## config.mk

```make
export PLATFORM = sky130hd
export DESIGN_NAME = adc_result_tracker
export DESIGN_NICKNAME = d
export VERILOG_FILES = /design/src/rtl/adc_trk_pkg.sv /design/src/rtl/adc_trk_gate.sv /design/src/rtl/adc_trk_store.sv /design/src/rtl/adc_trk_flags.sv /design/src/rtl/adc_trk_port.sv /design/src/rtl/adc_result_tracker.sv
export SDC_FILE = /design/constraint.sdc
export NUM_CORES = 1
export LEC_CHECK = 0
export BUFFER_PORTS_ARGS = -buffer_cell sky130_fd_sc_hd__buf_4
export CAP_MARGIN = 20
export CORE_UTILIZATION = 54
export DETAILED_ROUTE_END_ITERATION = 10
export GPL_ROUTABILITY_DRIVEN = 0
export HOLD_SLACK_MARGIN = 0.03
export PLACE_DENSITY_LB_ADDON = 0.2
export SKIP_CTS_REPAIR_TIMING = 1
export SLEW_MARGIN = 20
export SYNTH_ARGS = -nofsm -noshare
export SYNTH_HDL_FRONTEND = slang
export SYNTH_SLANG_ARGS = --single-unit
```

## constraint.sdc

```tcl
create_clock -name clk -period 1.9 [get_ports clk]
set_input_delay 0.38 -clock clk [delete_from_list [all_inputs] [get_ports clk]]
set_output_delay 0.38 -clock clk [all_outputs]
set_load 0.03 [all_outputs]
```

## src/rtl/adc_trk_pkg.sv

```systemverilog
package adc_trk_pkg;

    typedef enum logic [1:0] {
        SEL_CHAN = 2'd0,
        SEL_LAST = 2'd1,
        SEL_STAT = 2'd2,
        SEL_NONE = 2'd3
    } rd_sel_e;

    function automatic int chan_bits(input int n);
        return (n > 1) ? $clog2(n) : 1;
    endfunction

endpackage

```

## src/rtl/adc_trk_gate.sv

```systemverilog
module adc_trk_gate #(
    parameter int NUM_CH = 8,
    localparam int CH_W = adc_trk_pkg::chan_bits(NUM_CH)
) (
    input  logic              clk,
    input  logic              rst,
    input  logic [NUM_CH-1:0] chan_en,
    input  logic              cnv_begin,
    input  logic [CH_W-1:0]   cnv_begin_ch,
    input  logic              cnv_done,
    input  logic [CH_W-1:0]   cnv_done_ch,
    output logic              accept
);

    typedef struct packed {
        logic [NUM_CH-1:0] pend;
        logic [NUM_CH-1:0] spoil;
    } gate_t;

    gate_t st_d, st_q;
    logic  acc_d;

    always_comb begin
        st_d  = st_q;
        acc_d = 1'b0;
        for (int k = 0; k < NUM_CH; k++) begin
            // a channel that loses its enable while in flight is marked spoiled
            if (st_q.pend[k] && !chan_en[k]) begin
                st_d.spoil[k] = 1'b1;
            end
            if (cnv_done && cnv_done_ch == CH_W'(k)) begin
                acc_d         = chan_en[k] && !st_q.spoil[k];
                st_d.pend[k]  = 1'b0;
                st_d.spoil[k] = 1'b0;
            end
            if (cnv_begin && cnv_begin_ch == CH_W'(k)) begin
                st_d.pend[k]  = 1'b1;
                st_d.spoil[k] = 1'b0;
            end
        end
    end

    always_ff @(posedge clk) begin
        if (rst) begin
            st_q <= '0;
        end else begin
            st_q <= st_d;
        end
    end

    assign accept = acc_d;

endmodule

```

## src/rtl/adc_trk_store.sv

```systemverilog
module adc_trk_store #(
    parameter int NUM_CH = 8,
    parameter int DATA_W = 10,
    localparam int CH_W = adc_trk_pkg::chan_bits(NUM_CH)
) (
    input  logic                     clk,
    input  logic                     rst,
    input  logic                     accept,
    input  logic [CH_W-1:0]          ch,
    input  logic [DATA_W-1:0]        word,
    output logic [NUM_CH*DATA_W-1:0] chan_flat,
    output logic [DATA_W-1:0]        last_word
);

    typedef struct packed {
        logic [NUM_CH-1:0][DATA_W-1:0] chan;
        logic [DATA_W-1:0]             last;
    } store_t;

    store_t st_d, st_q;

    always_comb begin
        st_d = st_q;
        if (accept) begin
            st_d.last = word;
            for (int k = 0; k < NUM_CH; k++) begin
                if (ch == CH_W'(k)) begin
                    st_d.chan[k] = word;
                end
            end
        end
    end

    always_ff @(posedge clk) begin
        if (rst) begin
            st_q <= '0;
        end else begin
            st_q <= st_d;
        end
    end

    assign chan_flat = st_q.chan;
    assign last_word = st_q.last;

endmodule

```

## src/rtl/adc_trk_flags.sv

```systemverilog
module adc_trk_flags #(
    parameter int NUM_CH = 8,
    localparam int CH_W = adc_trk_pkg::chan_bits(NUM_CH)
) (
    input  logic              clk,
    input  logic              rst,
    input  logic              accept,
    input  logic [CH_W-1:0]   ch,
    input  logic [NUM_CH-1:0] clr_fresh,
    input  logic              clr_pend,
    input  logic              clr_ovr,
    output logic [NUM_CH-1:0] fresh,
    output logic [NUM_CH-1:0] ovr,
    output logic              pend,
    output logic              govr
);

    typedef struct packed {
        logic [NUM_CH-1:0] fresh;
        logic [NUM_CH-1:0] ovr;
        logic              pend;
        logic              govr;
    } flag_t;

    flag_t             st_d, st_q;
    logic [NUM_CH-1:0] hit;

    always_comb begin
        for (int k = 0; k < NUM_CH; k++) begin
            hit[k] = accept && (ch == CH_W'(k));
        end
        // overrun tests use the registered flags, ahead of any clear this cycle
        st_d.fresh = (st_q.fresh & ~clr_fresh) | hit;
        st_d.ovr   = (clr_ovr ? '0 : st_q.ovr) | (hit & st_q.fresh);
        st_d.pend  = (st_q.pend & ~clr_pend) | accept;
        st_d.govr  = (st_q.govr & ~clr_ovr) | (accept & st_q.pend);
    end

    always_ff @(posedge clk) begin
        if (rst) begin
            st_q <= '0;
        end else begin
            st_q <= st_d;
        end
    end

    assign fresh = st_q.fresh;
    assign ovr   = st_q.ovr;
    assign pend  = st_q.pend;
    assign govr  = st_q.govr;

endmodule

```

## src/rtl/adc_trk_port.sv

```systemverilog
module adc_trk_port #(
    parameter int NUM_CH = 8,
    parameter int DATA_W = 10,
    localparam int STAT_W = 2 * NUM_CH + 2,
    localparam int ADDR_W = $clog2(NUM_CH + 2),
    localparam int RD_W   = (STAT_W > DATA_W) ? STAT_W : DATA_W
) (
    input  logic                     clk,
    input  logic                     rst,
    input  logic                     rd_en,
    input  logic [ADDR_W-1:0]        rd_addr,
    input  logic [NUM_CH*DATA_W-1:0] chan_flat,
    input  logic [DATA_W-1:0]        last_word,
    input  logic [STAT_W-1:0]        status,
    output logic [NUM_CH-1:0]        clr_fresh,
    output logic                     clr_pend,
    output logic                     clr_ovr,
    output logic [RD_W-1:0]          rd_data
);

    import adc_trk_pkg::*;

    typedef struct packed {
        logic [RD_W-1:0] rdata;
    } port_t;

    port_t             st_d, st_q;
    rd_sel_e           sel;
    logic [DATA_W-1:0] chan_word;

    always_comb begin
        sel = SEL_NONE;
        if (rd_en) begin
            if (rd_addr < ADDR_W'(NUM_CH)) begin
                sel = SEL_CHAN;
            end else if (rd_addr == ADDR_W'(NUM_CH)) begin
                sel = SEL_LAST;
            end else if (rd_addr == ADDR_W'(NUM_CH + 1)) begin
                sel = SEL_STAT;
            end
        end

        chan_word = '0;
        clr_fresh = '0;
        for (int k = 0; k < NUM_CH; k++) begin
            if (rd_addr == ADDR_W'(k)) begin
                chan_word = chan_flat[k*DATA_W +: DATA_W];
                clr_fresh[k] = (sel == SEL_CHAN);
            end
        end
        clr_pend = (sel == SEL_LAST);
        clr_ovr  = (sel == SEL_STAT);

        st_d = st_q;
        if (rd_en) begin
            case (sel)
                SEL_CHAN: st_d.rdata = RD_W'(chan_word);
                SEL_LAST: st_d.rdata = RD_W'(last_word);
                SEL_STAT: st_d.rdata = RD_W'(status);
                default:  st_d.rdata = '0;
            endcase
        end
    end

    always_ff @(posedge clk) begin
        if (rst) begin
            st_q <= '0;
        end else begin
            st_q <= st_d;
        end
    end

    assign rd_data = st_q.rdata;

endmodule

```

## src/rtl/adc_result_tracker.sv

```systemverilog
module adc_result_tracker #(
    parameter int NUM_CH = 8,
    parameter int DATA_W = 10,
    localparam int CH_W   = adc_trk_pkg::chan_bits(NUM_CH),
    localparam int STAT_W = 2 * NUM_CH + 2,
    localparam int ADDR_W = $clog2(NUM_CH + 2),
    localparam int RD_W   = (STAT_W > DATA_W) ? STAT_W : DATA_W
) (
    input  logic              clk,
    input  logic              rst,
    input  logic [NUM_CH-1:0] chan_en,
    input  logic              cnv_begin,
    input  logic [CH_W-1:0]   cnv_begin_ch,
    input  logic              cnv_done,
    input  logic [CH_W-1:0]   cnv_done_ch,
    input  logic [DATA_W-1:0] cnv_data,
    input  logic              rd_en,
    input  logic [ADDR_W-1:0] rd_addr,
    output logic [RD_W-1:0]   rd_data
);

    logic                     accept;
    logic [NUM_CH*DATA_W-1:0] chan_flat;
    logic [DATA_W-1:0]        last_word;
    logic [NUM_CH-1:0]        fresh_vec;
    logic [NUM_CH-1:0]        ovr_vec;
    logic                     pend_bit;
    logic                     govr_bit;
    logic [NUM_CH-1:0]        clr_fresh;
    logic                     clr_pend;
    logic                     clr_ovr;
    logic [STAT_W-1:0]        status;

    assign status = {govr_bit, pend_bit, ovr_vec, fresh_vec};

    adc_trk_gate #(.NUM_CH(NUM_CH)) u_gate (
        .clk          (clk),
        .rst          (rst),
        .chan_en      (chan_en),
        .cnv_begin    (cnv_begin),
        .cnv_begin_ch (cnv_begin_ch),
        .cnv_done     (cnv_done),
        .cnv_done_ch  (cnv_done_ch),
        .accept       (accept)
    );

    adc_trk_store #(.NUM_CH(NUM_CH), .DATA_W(DATA_W)) u_store (
        .clk       (clk),
        .rst       (rst),
        .accept    (accept),
        .ch        (cnv_done_ch),
        .word      (cnv_data),
        .chan_flat (chan_flat),
        .last_word (last_word)
    );

    adc_trk_flags #(.NUM_CH(NUM_CH)) u_flags (
        .clk       (clk),
        .rst       (rst),
        .accept    (accept),
        .ch        (cnv_done_ch),
        .clr_fresh (clr_fresh),
        .clr_pend  (clr_pend),
        .clr_ovr   (clr_ovr),
        .fresh     (fresh_vec),
        .ovr       (ovr_vec),
        .pend      (pend_bit),
        .govr      (govr_bit)
    );

    adc_trk_port #(.NUM_CH(NUM_CH), .DATA_W(DATA_W)) u_port (
        .clk       (clk),
        .rst       (rst),
        .rd_en     (rd_en),
        .rd_addr   (rd_addr),
        .chan_flat (chan_flat),
        .last_word (last_word),
        .status    (status),
        .clr_fresh (clr_fresh),
        .clr_pend  (clr_pend),
        .clr_ovr   (clr_ovr),
        .rd_data   (rd_data)
    );

endmodule

```

Word-level counts from Yosys, hierarchy flattened --
Index checks and enable logic that the tools add are counted.
Word-level totals: flip-flop bits (word level) 142, input port bits 33, output and inout port bits 18, word-level logic and storage cells 198
Cells by class: order comparisons 1, equal/unequal tests 25, multiplexer cells 46, bitwise gates (word level) 12, reduce and logical (&&, ||, !) cells 84
Operators with widths (count):
- 2-to-1 mux 10 bit | 8
- case mux 18 bit (3 select lines) | 1
- logical AND 1 bit | 40
- 2-to-1 mux 1 bit | 33
- == test 3 bit (second input constant) | 8
- OR reduction 3 bit | 8
- AND 8 bit | 2
- == test 4 x 3 -> 1 bit (second input constant) | 4
- zero test 1 bit | 16
- bitwise OR 8 bit | 2
- AND reduction 2 bit | 8
- nonzero test 2 bit | 8
- == test 3 x 2 -> 1 bit (second input constant) | 4
- == test 4 x 2 -> 1 bit (second input constant) | 2
- == test 4 bit (second input constant) | 2
- 2-to-1 mux 8 bit | 1
- inverter 8 bit | 1
- == test 3 x 1 -> 1 bit (second input constant) | 2
- zero test 3 bit | 2
- 2-to-1 mux 2 bit | 3
- == test 4 x 1 -> 1 bit (second input constant) | 1
- zero test 4 bit | 1
- less-than comparator 4 bit (second input constant) | 1
- AND 1 bit | 3
- other kinds (5) | 7

Depth between registers and ports, before layout --
Gate-level depths: netlist (run 1).
word-level depth 13, gate-level depth with buffers 7, gate-level depth less buffers 5

By module --
From an unflattened synthesis (run 1), not the netlist that was laid out.
Second synthesis, totals: cell total of the unflattened synthesis 704, area total of the unflattened synthesis 6771.5 sq um
By module, submodules not included:
- adc_trk_store | times used 1, cells an instance 324, area an instance 3563.4 sq um, seq. area each 1801.7 sq um
- adc_trk_port | times used 1, cells an instance 202, area an instance 1660.3 sq um, seq. area each 360.3 sq um
- adc_trk_gate | times used 1, cells an instance 102, area an instance 819.5 sq um, seq. area each 320.3 sq um
- adc_trk_flags | times used 1, cells an instance 76, area an instance 728.2 sq um, seq. area each 360.3 sq um

Worst setup path after synthesis (run 1) --
Ideal clock, no wire load.
kind input port to flip-flop, start in cnv_done_ch[0], end reg u_flags.st_q, in the netlist u_flags.govr, setup time 0.117 ns, data arrival time 1.701 ns, required time 1.783 ns, path slack 0.081 ns, stages on the path 7, path buffers 2, cell sequence buf_4 > nor4bb_1 > o21ai_1 > a31oi_4 > or3_1 > buf_2 > a32o_1
On the way: word-level cells in the longest chain between the ends 12, elaborated cells between the ends (all ways) 26, classes of those cells eq/ne (7); mux (8); bitwise (2); reduce/logical (9)
RTL lines:
- from (decl) | line adc_result_tracker.sv:15 | input logic [CH_W-1:0] cnv_done_ch,
- zero test 3 bit | line adc_trk_gate.sv:31 | if (cnv_done && cnv_done_ch == CH_W'(k)) begin
- logical AND 1 bit | line adc_trk_gate.sv:31
- 2-to-1 mux 1 bit (7 in a row) | line adc_trk_gate.sv:31
- 2-to-1 mux 1 bit * | line adc_trk_gate.sv:31
- AND 1 bit * | line adc_trk_flags.sv:36 | st_d.govr = (st_q.govr & ~clr_ovr) | (accept & st_q.pend);
- bitwise OR 1 bit * | line adc_trk_flags.sv:36
- to (signal assigned) | line adc_trk_flags.sv:43 | st_q <= st_d;
- to (decl) | line adc_trk_flags.sv:25 | flag_t st_d, st_q;
Every way passes the cells marked *; elsewhere a longest branch is shown, timed or not. A chain may end at the register's enable or synchronous reset.

Worst setup path after layout (run 1) --
start reg u_gate.st_q[1] (netlist name), end reg u_store.st_q, in the netlist u_store.chan_flat[23]
On the way: word-level cells in the longest chain between the ends 10
RTL lines:
- from (decl) | line adc_trk_gate.sv:20 | gate_t st_d, st_q;
- from (signal assigned) | line adc_trk_gate.sv:47 | st_q <= st_d;
- zero test 1 bit | line adc_trk_gate.sv:32 | acc_d = chan_en[k] && !st_q.spoil[k];
- logical AND 1 bit | line adc_trk_gate.sv:32
- 2-to-1 mux 1 bit (7 in a row) | line adc_trk_gate.sv:31
- AND reduction 2 bit (no line)
- to (signal assigned) | line adc_trk_store.sv:38 | st_q <= st_d;
- to (decl) | line adc_trk_store.sv:20 | store_t st_d, st_q;
Every way passes these cells.

==> results.yml, run 1 <==
status:
  outcome: "finished with violations"
  violations: "negative setup slack"
cells_and_area:
  syn2layout_area_growth_pct: 25.5
  fill_cells: 828
  drive_gt1_frac: 0.224
  num_antenna_cells: 0
  fin_area_mm2: 0.00784
  nets: 839
  fin_util: 0.708
timing:
  fin_worst_skew_ns: 0.00485
  maxSlewHeadroom: 0.545
  maxSlewViolCount: 0
  rsz0062_at_grt: "yes"
  max_freq_mhz: 521
  finalSetupViolations: 6
  fin_crit_sh: 1.01
  timing.hold.ws_ns: 0.260
  worst_slack_ns: -0.0177
  tightest_slew_ns: 0.681
  hold_viol: 0
  finalCriticalPeriod_ns: 1.92
setup_path:
  ff2ff_setup_slack_ns: -0.02
  slowest_stage: "dfxtp_4"
  crit_required_ns: 2.24
  critPathMaxFanout: 5
  worst_setup_path_start_kind: "flop"
  r2r-start: "u_gate.st_q[1]"
  worstPathArrival_ns: 2.26
  r2r_cells: 7
  startpoint: "u_gate.st_q[1]"
  endpoint: "u_store.chan_flat[23]"
  slowest_delay_ns: 0.35
  critical_path.cell_chain: "nor4bb_4 -> o21ai_2 -> a2111oi_4 -> buf_4 -> o21a_4 -> clkbuf_16 -> mux2i_1"
  cp-end-kind: "flop"
  path_class: "reg2reg"
  r2r_end: "u_store.chan_flat[23]"
logic_synthesis:
  synthMostInstantiatedCell: "dfxtp_1"
  yosysTopAreaCell: "dfxtp_1"
  synthAdderAreaFrac: 0
  synthTopCellsByArea: "dfxtp_1 (45%), nand2_1 (7.9%), mux2i_1 (6.7%), a21oi_1 (6.3%), nor2_1 (3.3%)"
  synth.cell_area_mm2: 0.00625
  synth_commonest_cells: "dfxtp_1 (142), nand2_1 (132), a21oi_1 (79), nor2_1 (55), clkbuf_1 (49)"
  synth_top_family_by_area: "compound AO/OA/AOI/OAI gates"
  ys.flop_type: "dfxtp_1"
  yosys_warnings: 0
  synth_top_cell_area_share: 0.455
  netlist_instances: 730
  syn_nets: 763
  synth_mux_area_frac: 0.0871
  async_flop_share: 0
  synth_compound_area_frac: 0.218
  synthSimpleGateAreaFrac: 0.183
  synth-xor-area-share: 0
  ys_types: 57
  ys_seq_area_frac: 0.455
  synth-seq-cells: 142
  syn_avg_cell_area_um2: 8.56
  synth_edf_count: 0
min_path:
  hold_path_depth: 3
  hold_path_startpoint: "cnv_data[0]"
  hold_path.class: "in2reg"
place:
  dp_hpwl_um: 12900
  io_buffers: 50
  placed_area_mm2: 0.00710
cts:
  clock-sinks: 142
  cts_made_buffers: 17
  cts_tree: "built"
  clk_pin_slew_worst_paths_ns: 0.06
  htree_num_levels: 4
  clock_tree.root_cell: "clkbuf_16"
  clock_latency_ns: 0.41
  cts_max_path_buffers: 2
route:
  drc_errors: 0
  viasPerCell: 6.13
  vias: 5866
  drt_iter0_markers: 610
  wl_per_cell_um: 19.7
  drt_wl_total_um: 18900
  postRouteAntennaNets: 0
  dr.pass1.iters: 6
power_and_ir_drop:
  power.clock.fraction: 0.487
  power.switching_uw: 1640
  swShare: 0.225
  power_density_mw_per_mm2: 928
  pwr-share-comb: 0.090
  p_int_uw: 5640
  ir_drop_uv: 895
  p_seq_frac: 0.424
  power.leakage_uw: 0.00300
die:
  die_y_um: 110
  rows: 38
  die-area_mm2: 0.0120
  start_util: 0.564
  core_mm2: 0.0111
  ios: 51
  dieWidth_um: 110
grt:
  grt.overflow.total: 0
  grt_pass1_vias: 5677
  grt_max_degree: 62
  grt_pass1_wl_um: 28700
  antenna_found_initial: 0
  grt_usage: 0.322
flow_run:
  max_cap_violations: 0
## through the flow
stage / setup WS [ns] / setup TNS, ns / instances / total power, uW
2_1_floorplan: 0.0815 / 0 / 730 / 3490
3_3_place_gp: -0.301 / -9.42 / 924 / 3740
3_5_place_dp: -0.433 / -13.06 / 924 / 3760
4_1_cts: -0.218 / -3.94 / 954 / 7260
5_1_grt: -0.0648 / -0.525 / 957 / 7490
6_report: -0.0177 / -0.0569 / 957 / 7280
## logic make-up after synthesis
| logic type | count (synthesis) |
|---|---|
| AND/OR/NAND/NOR | 252 |
| AO/OA/AOI/OAI | 202 |
| flip-flops | 142 |
| buffers and inverters | 82 |
| multiplexers | 52 |
## power by group through the flow
stage	Combinational (uW)	Sequential [uW]	Clock [uW]
detailed placement	612	3140	0
CTS	618	3080	3560
finish	653	3080	3540
global route	693	3080	3710
floorplan	356	3140	0
global placement	594	3140	0
## worst min-delay path by stage
stage | slack, ns | end
2_1_floorplan | 0.43 | u_store.chan_flat[21]
3_3_place_gp | 0.44 | u_store.chan_flat[3]
3_5_place_dp | 0.45 | u_store.chan_flat[4]
4_1_cts | 0.25 | u_store.chan_flat[50]
5_1_grt | 0.26 | u_store.chan_flat[40]
6_report | 0.26 | u_store.chan_flat[50]
## state kept, by name, indices dropped and copies added (netlist names)
register,flops
u_flags.ovr,8
u_gate.st_q,16
u_flags.fresh,8
u_store.chan_flat,80
u_flags.pend,1
u_flags.govr,1
u_store.last_word,10
u_port.rd_data,18
## layout by cell type (no fill, tap or decap), types with 2 or more instances in the layout
cell type,Yosys,layout
o21ai_0,26,26
buf_12,0,5
a2111oi_0,3,3
buf_4,3,116
mux2_2,9,9
a21oi_1,79,79
a311oi_2,2,2
o221ai_1,14,14
a221oi_1,7,7
nor2_1,55,55
a222oi_1,10,10
a22oi_1,17,17
a2bb2oi_1,2,2
bufinv_16,0,4
nand2b_1,18,17
clkbuf_8,0,4
nand3b_1,2,2
nand3_1,4,4
nand4b_1,3,3
nand2_1,132,132
mux2i_1,42,42
nor3_1,10,9
a211oi_1,2,2
inv_1,16,16
a21o_1,9,9
a31oi_1,5,4
nor3b_1,3,3
dfxtp_1,142,140
a32o_1,2,2
nor2b_1,8,8
clkbuf_16,0,18
clkbuf_1,49,4
o22ai_1,7,7
o21a_1,8,7
## layer usage
layer / vias to the layer above / routed length [um] / part of all wire / global-route usage
li1: 2732 / - / - / -
met1: 2817 / 7600 / 0.40 / 0.387
met2: 280 / 9320 / 0.49 / 0.535
met3: 37 / 1510 / 0.080 / 0.0883
met4: 0 / 458 / 0.024 / 0.150
met5: - / 0 / 0 / 0
## area by class of cell
| type | instances | area [um^2] | area share |
|---|---|---|---|
| Multi-Input combinational cell | 506 | 3130 | 0.399 |
| Sequential cell | 142 | 2850 | 0.363 |
| Timing Repair Buffer | 123 | 1010 | 0.128 |
| Clock buffer | 25 | 495 | 0.0632 |
| Tap cell | 140 | 175 | 0.0223 |
| Clock inverter | 5 | 129 | 0.0164 |
| Inverter | 16 | 60.1 | 0.00766 |
## worst max-delay path: cells and delay by family (launching register included)
| kind | cells | cell delay [ns] |
|---|---|---|
| flip-flops | 1 | 0.35 |
| buffers and inverters | 2 | 0.35 |
| AND/OR/NAND/NOR | 1 | 0.33 |
| multiplexers | 1 | 0.17 |
| AO/OA/AOI/OAI | 3 | 0.64 |
Power figures use the tool's default switching activity.
==> run 2, diff against run 1 <==
Settings changed: TNS_END_PERCENT set to 30.
==> run 2 against run 1 <==
The flow still finishes with violations (negative setup slack). Sequential share of layout area up 0.16 points. Cell count down 0.10%. Core utilization down 0.40 points. Count of clock-buffer cells in the layout unchanged. Sequential cell count unchanged. Wire length down 0.41%. Combinational power down 1%. Register-to-register slack worse by 0.09 ns. Critical path depth unchanged. Critical path type unchanged. Largest cell class unchanged. Largest power group unchanged. Highest routed layer unchanged.
==> results.yml, run 2 (synthesized netlist as in run 1, its figures left out) <==
route:
  viasPerCell: 6.08
  drc_errors: 0
  wl_per_cell_um: 19.7
  drt_wl_total_um: 18800
  drt_iter0_markers: 630
  vias: 5811
  dr.pass1.iters: 6
  postRouteAntennaNets: 0
timing:
  maxSlewViolCount: 0
  worst_slack_ns: -0.106
  tightest_slew_ns: 0.677
  finalSetupViolations: 15
  fin_crit_sh: 1.06
  maxSlewHeadroom: 0.547
  hold_viol: 0
  max_freq_mhz: 499
  finalCriticalPeriod_ns: 2.01
  timing.hold.ws_ns: 0.258
  fin_worst_skew_ns: 0.00646
  rsz0062_at_grt: "yes"
cells_and_area:
  layout_commonest_cell: "dfxtp_1"
  syn2layout_area_growth_pct: 24.8
  fin_cells: 956
  final_cell_mix: "dfxtp_1 (141), nand2_1 (132), buf_4 (116)"
  fill_cells: 831
  drive_gt1_frac: 0.216
  nets: 838
  fin_area_mm2: 0.00780
  num_antenna_cells: 0
  largest_reg_flops: 80
grt:
  grt.overflow.total: 0
  grt_pass1_vias: 5677
  antenna_found_initial: 0
  grt_usage: 0.322
  grt_max_degree: 62
  grt_pass1_wl_um: 28700
cts:
  clock_tree.root_cell: "clkbuf_16"
  cts_tree: "built"
  clk_pin_slew_worst_paths_ns: 0.06
  cts_made_buffers: 17
  clock_latency_ns: 0.42
  htree_num_levels: 4
  clock-sinks: 142
  cts_max_path_buffers: 2
setup_path:
  worstPathArrival_ns: 2.34
  cp-end-kind: "flop"
  ff2ff_setup_slack_ns: -0.11
  path_class: "reg2reg"
  critical_path.cell_chain: "nor4bb_4 -> o21ai_2 -> a2111oi_4 -> buf_4 -> o21a_4 -> buf_12 -> mux2i_1"
  crit_required_ns: 2.24
  worst_setup_path_start_kind: "flop"
  critPathMaxFanout: 5
  r2r-start: "u_gate.st_q[1]"
  r2r_end: "u_store.chan_flat[27]"
  slowest_stage: "a2111oi_4"
  slowest_delay_ns: 0.40
  r2r_cells: 7
die:
  die-area_mm2: 0.0120
  dieWidth_um: 110
  core_mm2: 0.0111
  rows: 38
  start_util: 0.564
  ios: 51
  die_y_um: 110
place:
  placed_area_mm2: 0.00710
  dp_hpwl_um: 12900
  dpl.cell_count: 924
  post-place-ws_ns: -0.433
  io_buffers: 50
power_and_ir_drop:
  power_density_mw_per_mm2: 933
  finalPower_uw: 7280
  power.leakage_uw: 0.00299
  ir_drop_uv: 906
min_path:
  hold_path.class: "in2reg"
  hold_path_startpoint: "cnv_data[0]"
  hold_path_depth: 3
  worstHoldEndpoint: "u_store.chan_flat[50]"
status:
  outcome: "finished with violations"
  violations: "negative setup slack"
flow_run:
  max_cap_violations: 0
## run 2: routing by layer
metal / wire length, um / up-vias / part of all wire / track usage
met5: 0 / - / 0 / 0
met4: 586 / 0 / 0.031 / 0.150
li1: - / 2729 / - / -
met3: 1290 / 50 / 0.069 / 0.0883
met1: 7690 / 2788 / 0.41 / 0.387
met2: 9240 / 244 / 0.49 / 0.535
## run 2: critical path: cells and delay by family, from the launching register on
kind | cells | cell delay (ns)
muxes | 1 | 0.21
DFF | 1 | 0.34
AOI/OAI and AO/OA | 3 | 0.70
and+or+nand+nor | 1 | 0.34
buffers and inverters | 2 | 0.33
## run 2: cell type report
| type | count | area [um^2] | share of cell area |
|---|---|---|---|
| multi-input cells | 506 | 3100 | 0.397 |
| inverters | 16 | 60.1 | 0.00770 |
| clock buffers | 25 | 495 | 0.0635 |
| clock inverters | 5 | 129 | 0.0165 |
| well taps | 140 | 175 | 0.0225 |
| repair buffers | 122 | 996 | 0.128 |
| flip-flops and latches | 142 | 2840 | 0.365 |
## run 2: report_power, final
group / leakage (uW) / switching, uW / internal [uW] / total, uW
clock: 0.000304 / 1220 / 2330 / 3550
combinational: 0.00154 / 378 / 266 / 644
sequential: 0.00115 / 43.7 / 3040 / 3080
total: 0.00299 / 1650 / 5630 / 7280
## run 2: through the flow
step | util | setup TNS [ns]
finish | 0.704 | -0.723
global route | 0.704 | -1.52
CTS | 0.698 | -3.94
detailed placement | 0.641 | -13.06
global placement | 0.641 | -9.42
floorplan | - | 0
## run 2: worst max-delay path by stage
stage / startpoint / to / slack, ns / cells after the start
after global placement: cnv_done_ch[1] / u_store.chan_flat[20] / -0.30 / 8
after global routing: u_gate.st_q[1] / u_store.chan_flat[22] / -0.12 / 7
after detailed placement: cnv_done_ch[2] / u_store.last_word[7] / -0.43 / 6
after floorplan: cnv_done_ch[0] / u_flags.govr / 0.08 / 7
final: u_gate.st_q[1] / u_store.chan_flat[27] / -0.11 / 7
after CTS: u_gate.st_q[1] / u_store.chan_flat[27] / -0.22 / 7
==> run 3, diff against run 2 <==
Settings changed: BUFFER_PORTS_ARGS -buffer_cell sky130_fd_sc_hd__buf_4 to not set, CORE_UTILIZATION 54 to 57, DONT_BUFFER_PORTS set to 1.
==> run 3 against run 2 <==
The run still ends with negative setup slack left. Sequential share of layout area is 1.0 points higher. Register-to-register slack improved by 0.05 ns. Cell count decreased by 4.3%. Non-clock buffer count down 39. Critical path depth did not move. Die area is 5.2% lower. Combinational power down 25%. Power decreased by 5.1%. Design area is 2.8% lower. Count of clock-buffer cells in the layout is 1 higher. Critical path type unchanged. Largest power group unchanged.
==> results.yml, run 3 (synthesized netlist as in run 1, its figures left out) <==
min_path:
  worstHoldEndpoint: "u_store.chan_flat[76]"
  hold_path.class: "in2reg"
  hold_path_depth: 2
  hold_path_startpoint: "cnv_data[6]"
timing:
  max_freq_mhz: 512
  finalCriticalPeriod_ns: 1.95
  hold_viol: 0
  maxSlewHeadroom: 0.517
  finalSetupViolations: 10
  fin_crit_sh: 1.03
  tightest_slew_ns: 0.723
  fin_worst_skew_ns: 0.00725
  maxSlewViolCount: 0
  rsz0062_at_grt: "yes"
  worst_slack_ns: -0.0540
place:
  placed_area_mm2: 0.00646
  io_buffers: 0
  dp_hpwl_um: 11800
cts:
  cts_made_buffers: 17
  cts_max_path_buffers: 2
  htree_num_levels: 4
  cts_tree: "built"
  clock_latency_ns: 0.53
  clock-sinks: 142
  clock_tree.root_cell: "clkbuf_8"
  clk_pin_slew_worst_paths_ns: 0.06
cells_and_area:
  num_antenna_cells: 0
  fin_area_mm2: 0.00758
  largest_reg_flops: 80
  layout_commonest_cell: "dfxtp_1"
  nets: 799
  fin_util: 0.725
  drive_gt1_frac: 0.121
  syn2layout_area_growth_pct: 21.3
  fill_cells: 767
  final_cell_mix: "dfxtp_1 (141), nand2_1 (132), a21oi_1 (79)"
grt:
  grt_pass1_wl_um: 28000
  grt_usage: 0.324
  antenna_found_initial: 0
  grt_max_degree: 117
  grt_pass1_vias: 5398
  grt.overflow.total: 0
die:
  ios: 51
  die_y_um: 107
  die-area_mm2: 0.0114
  start_util: 0.597
  rows: 37
  dieWidth_um: 107
  core_mm2: 0.0105
route:
  viasPerCell: 6.22
  postRouteAntennaNets: 0
  wl_per_cell_um: 20.8
  drt_wl_total_um: 19000
  vias: 5693
  drt_iter0_markers: 622
  drc_errors: 0
  dr.pass1.iters: 5
setup_path:
  r2r_cells: 7
  ff2ff_setup_slack_ns: -0.05
  r2r_end: "u_store.chan_flat[20]"
  cp-end-kind: "flop"
  path_class: "reg2reg"
  r2r-start: "u_gate.st_q[1]"
  worstPathArrival_ns: 2.41
  worst_setup_path_start_kind: "flop"
  critPathMaxFanout: 5
  crit_required_ns: 2.36
power_and_ir_drop:
  power.switching_uw: 1520
  pwr-share-comb: 0.070
  power.clock.fraction: 0.483
  p_int_uw: 5380
  power_density_mw_per_mm2: 911
  power.leakage_uw: 0.00284
  swShare: 0.220
  p_seq_frac: 0.447
  ir_drop_uv: 645
status:
  outcome: "finished with violations"
  violations: "negative setup slack"
flow_run:
  max_cap_violations: 0
-- run 3: changes by cell type in the layout (fill, tap and decap cells not counted), sizes merged --
cell	previous run	this run
clkbuf	26	27
clkinv	1	3
dlygate4sd3	0	44
bufinv	4	3
buf	121	38
-- run 3: per-layer routing --
layer	routed length (um)	global-route usage
met1	7410	0.380
met2	9260	0.550
met5	0	0
met4	592	0.159
met3	1740	0.0833
-- run 3: layout make-up --
cell class / instances / area (um^2) / share of cell area
clock buffer: 26 / 488 / 0.0644
clock inverter: 6 / 105 / 0.0139
inverter: 16 / 60.1 / 0.00792
multi-input combinational: 506 / 3090 / 0.408
sequential: 142 / 2840 / 0.375
tap: 136 / 170 / 0.0224
timing repair buffer: 83 / 821 / 0.108
-- run 3: how the worst max path moves through the flow --
stage | to | slack (ns) | depth (start not counted) | from
after detailed placement | u_store.last_word[0] | -0.36 | 5 | cnv_done
final | u_store.chan_flat[20] | -0.05 | 7 | u_gate.st_q[1]
after floorplan | u_flags.govr | 0.08 | 7 | cnv_done_ch[0]
after CTS | u_store.last_word[7] | -0.21 | 6 | u_gate.st_q[1]
after global placement | u_store.last_word[1] | -0.25 | 5 | cnv_done
after global routing | u_store.chan_flat[20] | -0.19 | 7 | u_gate.st_q[1]
-- run 3: worst max-delay path, cell delays in order, from the launching register on --
cell       delay (ns)
dfxtp_2          0.32
nor4bb_2         0.25
buf_4            0.18
o21ai_4          0.06
a2111oi_4        0.44
o21a_2           0.28
clkbuf_16        0.17
mux2i_1          0.18
-- run 3: power groups by stage --
| stage | clock (uW) | sequential, uW | combinational (uW) |
|---|---|---|---|
| 2_1_floorplan | 0 | 3140 | 356 |
| 5_1_grt | 3480 | 3090 | 516 |
| 3_5_place_dp | 0 | 3150 | 375 |
| 4_1_cts | 3350 | 3090 | 377 |
| 3_3_place_gp | 0 | 3150 | 363 |
| 6_report | 3340 | 3090 | 482 |
-- run 3: per-stage QoR --
step                setup slack (ns)  instances  hold WS [ns]  setup TNS, ns  total power, uW
floorplan                     0.0815        730         0.431              0             3490
global placement              -0.249        837         0.434          -2.97             3510
detailed placement            -0.360        837         0.441          -4.63             3530
CTS                           -0.214        869       -0.0963          -2.22             6810
global route                  -0.194        915        0.0308          -2.54             7090
finish                       -0.0540        915       0.00779         -0.351             6910
